`src/rtl/hc_pkg.sv`:
```
package hc_pkg;
  localparam int unsigned MIN_DIM = 2;
  localparam int unsigned MAX_DIM = 6;

  // Next index on a ring of n entries.
  function automatic int wrap_inc(input int v, input int n);
    return (v + 1 >= n) ? 0 : v + 1;
  endfunction
endpackage

```
`src/rtl/hc_route_calc.sv`:
```
module hc_route_calc #(
  parameter int DIM_W = 4
) (
  input  logic [DIM_W-1:0] node_id_i,
  input  logic [DIM_W-1:0] dest_i,
  output logic [DIM_W:0]   tgt_o
);
  logic [DIM_W-1:0] diff;
  logic [DIM_W-1:0] low_bit;

  always_comb begin
    diff    = dest_i ^ node_id_i;
    // Isolate the lowest differing dimension.
    low_bit = diff & (~diff + 1'b1);
    tgt_o   = {(diff == '0), low_bit};
  end
endmodule

```
`src/rtl/hc_rr_arb.sv`:
```
module hc_rr_arb
  import hc_pkg::*;
#(
  parameter int N = 5
) (
  input  logic         clk_i,
  input  logic         rst_ni,
  input  logic         en_i,
  input  logic [N-1:0] req_i,
  output logic [N-1:0] gnt_o
);
  localparam int IW = (N > 1) ? $clog2(N) : 1;

  logic [IW-1:0] ptr_q;
  logic          found;
  int            win;

  always_comb begin
    gnt_o = '0;
    found = 1'b0;
    win   = 0;
    for (int k = 0; k < N; k++) begin
      int idx;
      idx = int'(ptr_q) + k;
      if (idx >= N) idx = idx - N;
      if (!found && en_i && req_i[idx]) begin
        gnt_o[idx] = 1'b1;
        found      = 1'b1;
        win        = idx;
      end
    end
  end

  always_ff @(posedge clk_i or negedge rst_ni) begin
    if (!rst_ni)    ptr_q <= '0;
    else if (found) ptr_q <= IW'(wrap_inc(win, N));
  end
endmodule

```
`src/rtl/hc_out_slot.sv`:
```
module hc_out_slot #(
  parameter int W = 20
) (
  input  logic         clk_i,
  input  logic         rst_ni,
  input  logic         load_i,
  input  logic [W-1:0] din_i,
  input  logic         ready_i,
  output logic         valid_o,
  output logic [W-1:0] dout_o
);
  always_ff @(posedge clk_i or negedge rst_ni) begin
    if (!rst_ni) begin
      valid_o <= 1'b0;
      dout_o  <= '0;
    end else if (load_i) begin
      valid_o <= 1'b1;
      dout_o  <= din_i;
    end else if (ready_i) begin
      valid_o <= 1'b0;
    end
  end
endmodule

```
`src/rtl/hcube_router.sv`:
```
module hcube_router #(
  parameter int DIM_W  = 4,
  parameter int DATA_W = 16,
  localparam int NPORT = DIM_W + 1
) (
  input  logic                          clk_i,
  input  logic                          rst_ni,
  input  logic [DIM_W-1:0]              node_id_i,
  input  logic [NPORT-1:0]              in_valid_i,
  input  logic [NPORT-1:0][DIM_W-1:0]   in_dest_i,
  input  logic [NPORT-1:0][DATA_W-1:0]  in_data_i,
  output logic [NPORT-1:0]              in_ready_o,
  output logic [NPORT-1:0]              out_valid_o,
  output logic [NPORT-1:0][DIM_W-1:0]   out_dest_o,
  output logic [NPORT-1:0][DATA_W-1:0]  out_data_o,
  input  logic [NPORT-1:0]              out_ready_i
);
  localparam int FW = DIM_W + DATA_W;

  logic [NPORT-1:0][NPORT-1:0] tgt;   // [in][out]
  logic [NPORT-1:0][NPORT-1:0] req;   // [out][in]
  logic [NPORT-1:0][NPORT-1:0] gnt;   // [out][in]
  logic [NPORT-1:0]            space;
  logic [NPORT-1:0][FW-1:0]    sel_flit;
  logic [NPORT-1:0][FW-1:0]    slot_q;

  for (genvar i = 0; i < NPORT; i++) begin : g_in
    hc_route_calc #(.DIM_W(DIM_W)) i_route (
      .node_id_i (node_id_i),
      .dest_i    (in_dest_i[i]),
      .tgt_o     (tgt[i])
    );
  end

  always_comb begin
    for (int o = 0; o < NPORT; o++)
      for (int i = 0; i < NPORT; i++)
        req[o][i] = in_valid_i[i] & tgt[i][o];
  end

  for (genvar o = 0; o < NPORT; o++) begin : g_out
    assign space[o] = ~out_valid_o[o] | out_ready_i[o];

    hc_rr_arb #(.N(NPORT)) i_arb (
      .clk_i  (clk_i),
      .rst_ni (rst_ni),
      .en_i   (space[o]),
      .req_i  (req[o]),
      .gnt_o  (gnt[o])
    );

    always_comb begin
      sel_flit[o] = '0;
      for (int i = 0; i < NPORT; i++)
        if (gnt[o][i]) sel_flit[o] = sel_flit[o] | {in_dest_i[i], in_data_i[i]};
    end

    hc_out_slot #(.W(FW)) i_slot (
      .clk_i   (clk_i),
      .rst_ni  (rst_ni),
      .load_i  (|gnt[o]),
      .din_i   (sel_flit[o]),
      .ready_i (out_ready_i[o]),
      .valid_o (out_valid_o[o]),
      .dout_o  (slot_q[o])
    );

    assign out_dest_o[o] = slot_q[o][FW-1:DATA_W];
    assign out_data_o[o] = slot_q[o][DATA_W-1:0];
  end

  always_comb begin
    in_ready_o = '0;
    for (int i = 0; i < NPORT; i++)
      for (int o = 0; o < NPORT; o++)
        in_ready_o[i] = in_ready_o[i] | gnt[o][i];
  end
endmodule

```
`config.mk`:
```
export PLATFORM = sky130hd
export DESIGN_NAME = hcube_router
export DESIGN_NICKNAME = d
export VERILOG_FILES = /design/src/rtl/hc_pkg.sv /design/src/rtl/hc_route_calc.sv /design/src/rtl/hc_rr_arb.sv /design/src/rtl/hc_out_slot.sv /design/src/rtl/hcube_router.sv
export SDC_FILE = /design/constraint.sdc
export NUM_CORES = 1
export LEC_CHECK = 0
export BUFFER_PORTS_ARGS = -buffer_cell sky130_fd_sc_hd__buf_2
export CELL_PAD_IN_SITES_DETAIL_PLACEMENT = 1
export CELL_PAD_IN_SITES_GLOBAL_PLACEMENT = 2
export CORE_AREA = 8 8 254 256
export CTS_BUF_LIST = sky130_fd_sc_hd__clkbuf_2 sky130_fd_sc_hd__clkbuf_4 sky130_fd_sc_hd__clkbuf_8
export DETAILED_ROUTE_END_ITERATION = 10
export DIE_AREA = 0 0 262 264
export GPL_TIMING_DRIVEN = 0
export PLACE_DENSITY_LB_ADDON = 0.1
export SLEW_MARGIN = 20
export SYNTH_ARGS = -nofsm -noshare
export SYNTH_HDL_FRONTEND = slang
export SYNTH_SLANG_ARGS = --single-unit
```
`constraint.sdc`:
```
create_clock -name clk_i -period 14.1 [get_ports clk_i]
set_input_delay 2.82 -clock clk_i [delete_from_list [all_inputs] [get_ports clk_i]]
set_output_delay 2.82 -clock clk_i [all_outputs]
set_load 0.005 [all_outputs]
```
==> results.md <==
* Post-Synthesis Cells at around 2200
* Inserted Clock Buffers at 17
* Core box area at between 60000 and 70000 sq um
* Largest area contributor in the netlist: dfrtp_1
* Buffers on Ports at approximately 210
* Seq cells post-synth at 120
* Clock slew at reported path FFs at 0.09 ns
* Area delta synth->final at 14.9%
* Final net count at ~2600
* Crit Path Category: in2out
* Post-Route Setup TNS at 0 ns
* Setup violators final at 0
* Area contributors post-synth: dfrtp_1, ha_1, nand2_1
* H-tree levels at 4
* Post-CTS Setup Bufs at 0
* Max Slew Vio Count at 0
* Util after Layout at 31.7%
* Full die area at between 60000 and 70000 sq um
* DR vias at approximately 20000
* Number of enable flip-flop cells after synthesis at 0
* Crit end category: output port
* Sequential area share after synthesis at between 15 and 20%
* Die height at ~260 um
* Vias per cell at just over 6
* Crit path max fanout at 10
* Clk Latency, worst-skew pair at between 0.5 and 0.6 ns
* Vias in the first global route at around 20000
* Filler cell count at around 7500
* Slew headroom at 25.4%
* Post-Syn Area at around 17000 sq um
* Crit-path cells: clkbuf_1, xor2_1, nor4_1, nand2_1, o2111ai_1, nand4b_1, nor4_1, nand4_1, o211ai_1, buf_2, buf_1, nor2_1, nand3_1, buf_2
* WP data arrival at 8.20 ns
* Root Buffer: clkbuf_8
* Critical path launch point type: input pin
* Final hold violations at 0
* Clk buf depth at 2
* FMAX at ~90 MHz
* Worst slew pin tran at approximately 1.1 ns
* Num rows at roughly 90
* Bufs and invs on worst path at 4
* Synthesized Nets at 2405
* Post-CTS sizing at 0
* Initial antenna violation count at 8
* Pre-antenna DRT Iters at 9
* Detailed Route WL at about 93000 um
* WP data required at 11.28 ns
* Syn_area_per_cell at a little under 8 sq um
* Top delay family on crit path: simple AND/OR/NAND/NOR gates
* Synth Flop Type: dfrtp_1
* First-pass GRT wire length at 138000 um
* Distinct cells, synth at 90
* Fraction of registers with async set/reset at 100%
* Die W at roughly 260 um
* Slowest CP cell: nor4_1
* Clock sink count at 120
* RSZ-0062 raised after global routing: no
* Ports at around 230
* Yosys top cell area share at approximately 18%
* GRT overflow at 0
* Total of max-cap violations at 0
* Final worst path period need at around 11 ns
* DRC Markers at 0
* Critical Path Max Stage Delay at 0.89 ns
* GRT Overall Usage at a little over a quarter
* Largest net degree at the start of global routing at between 70 and 80
* Status: finished clean
* Period utilization at 78.2%
* Initial Utilization at 27.6%
* Antenna viol nets, final at 0
* Initial DRC Count at slightly below 2000
* HP Class: reg2reg
* RePlAce Congestion at ~0.93
* Cts hold-fix bufs at 0
* TritonCTS clock tree: built
* Clk_skew at 0.0402 ns
* HPWL after DPL at between 70000 and 80000 um
* Wire per inst at just under 30 um
* Layout cells sized above 1 at 15.3%
* Ys Warns at 0
==> cells in the final DEF (no fill, tap or decap), types with 42 or more instances in the layout <==
cell      count
clkbuf_1    121
a22oi_1      52
a221o_1      42
nand2b_1     49
o21ai_0      80
xnor2_1      47
nor3_1       69
mux2_2       44
a21oi_1      97
nor2_1      132
nand3_1      58
a31oi_1      83
buf_2       230
dfrtp_1     120
a211oi_1     44
mux2i_1      50
a222oi_1     46
a22o_1       56
inv_1       136
nor4_1       51
ha_1        113
nand2_1     156
==> cell families (layout without fill, tap and decap cells) <==
family,Yosys count,count (layout),share of synthesized area [%]
compound gates,750,750,33.4
simple gates,717,717,22.3
buf+inv,299,541,7.06
flops,120,120,17.9
fa+ha+maj,118,118,9.02
mux,101,101,6.88
xor+xnor,66,66,3.45
other cells,0,7,0
==> path summary, 6_finish.rpt <==
path / start / end / slack (ns) / depth (start not counted)
worst min register to register: g_out[0].i_slot.dout_o[9] / g_out[0].i_slot.dout_o[9] / 0.51 / 1
worst max register to register: g_out[3].i_arb.ptr_q[1] / g_out[3].i_slot.dout_o[14] / 7.26 / 17
worst max-delay path: in_dest_i[8] / in_ready_o[2] / 3.08 / 14
worst min-delay path: g_out[0].i_slot.dout_o[9] / g_out[0].i_slot.dout_o[9] / 0.51 / 1
max in group asynchronous: rst_ni / g_out[4].i_slot.valid_o / 11.10 / 2
min in group asynchronous: rst_ni / g_out[0].i_arb.ptr_q[0] / 2.15 / 1
==> cell type report <==
type | count | area [sq um] | area share, %
repair buffers | 210 | 1080 | 5.62
clock buffers | 17 | 234 | 1.21
inverters | 138 | 518 | 2.69
clock inverters | 15 | 179 | 0.928
diodes | 7 | 17.5 | 0.0908
well taps | 790 | 988 | 5.13
plain buffers | 161 | 667 | 3.46
multi-input cells | 1752 | 12600 | 65.3
flip-flops and latches | 120 | 3000 | 15.6
==> layer usage <==
layer | global-route usage [%] | wire length [um]
met1 | 35.4 | 41800
met2 | 42.8 | 43900
met3 | 4.13 | 5510
met4 | 8.04 | 2230
met5 | 0 | 0
==> flip-flops by register name, indices dropped and copies added (netlist names) <==
name / flops
g_out.i_slot.dout_o: 100
g_out.i_arb.ptr_q: 15
g_out.i_slot.valid_o: 5
==> synthesized netlist by cell type (20+ instances only) <==
cell type / count
nand2b_1: 49
a211oi_1: 44
a22o_1: 56
a22oi_1: 52
nand2_1: 156
mux2i_1: 50
xnor2_1: 47
nand4_1: 36
mux2_2: 44
a21oi_1: 97
clkbuf_1: 121
nor2_1: 132
a31oi_1: 83
or3_1: 23
nor3_1: 70
ha_1: 113
a221o_1: 42
nand3_1: 58
inv_1: 136
dfrtp_1: 120
o21ai_0: 80
o211ai_1: 34
a222oi_1: 46
nor2b_1: 38
buf_2: 22
o22ai_1: 20
nor4_1: 51
==> worst reg2reg max path, delay by kind of cell, from the launching register on <==
family	cells	cell delay [ns]
AO/OA/AOI/OAI	6	1.94
adder cells (fa/ha/maj)	2	0.65
buffers and inverters	6	2.15
flip-flops	1	0.51
AND/OR/NAND/NOR	3	1.47
==> stage by stage <==
stage | hold WS, ns | cells | instance area [sq um] | worst slack [ns]
global route | 0.522 | 3210 | 19300 | 2.76
finish | 0.509 | 3210 | 19300 | 3.08
CTS | 0.513 | 3203 | 19300 | 3.06
global placement | 0.486 | 3170 | 18800 | 3.08
floorplan | 0.504 | 2171 | 16800 | 5.31
detailed placement | 0.490 | 3171 | 18800 | 3.06
Power is left out: the tool's default activity adds up to more than one toggle a clock period on the data nets, which glitch-free logic cannot reach.
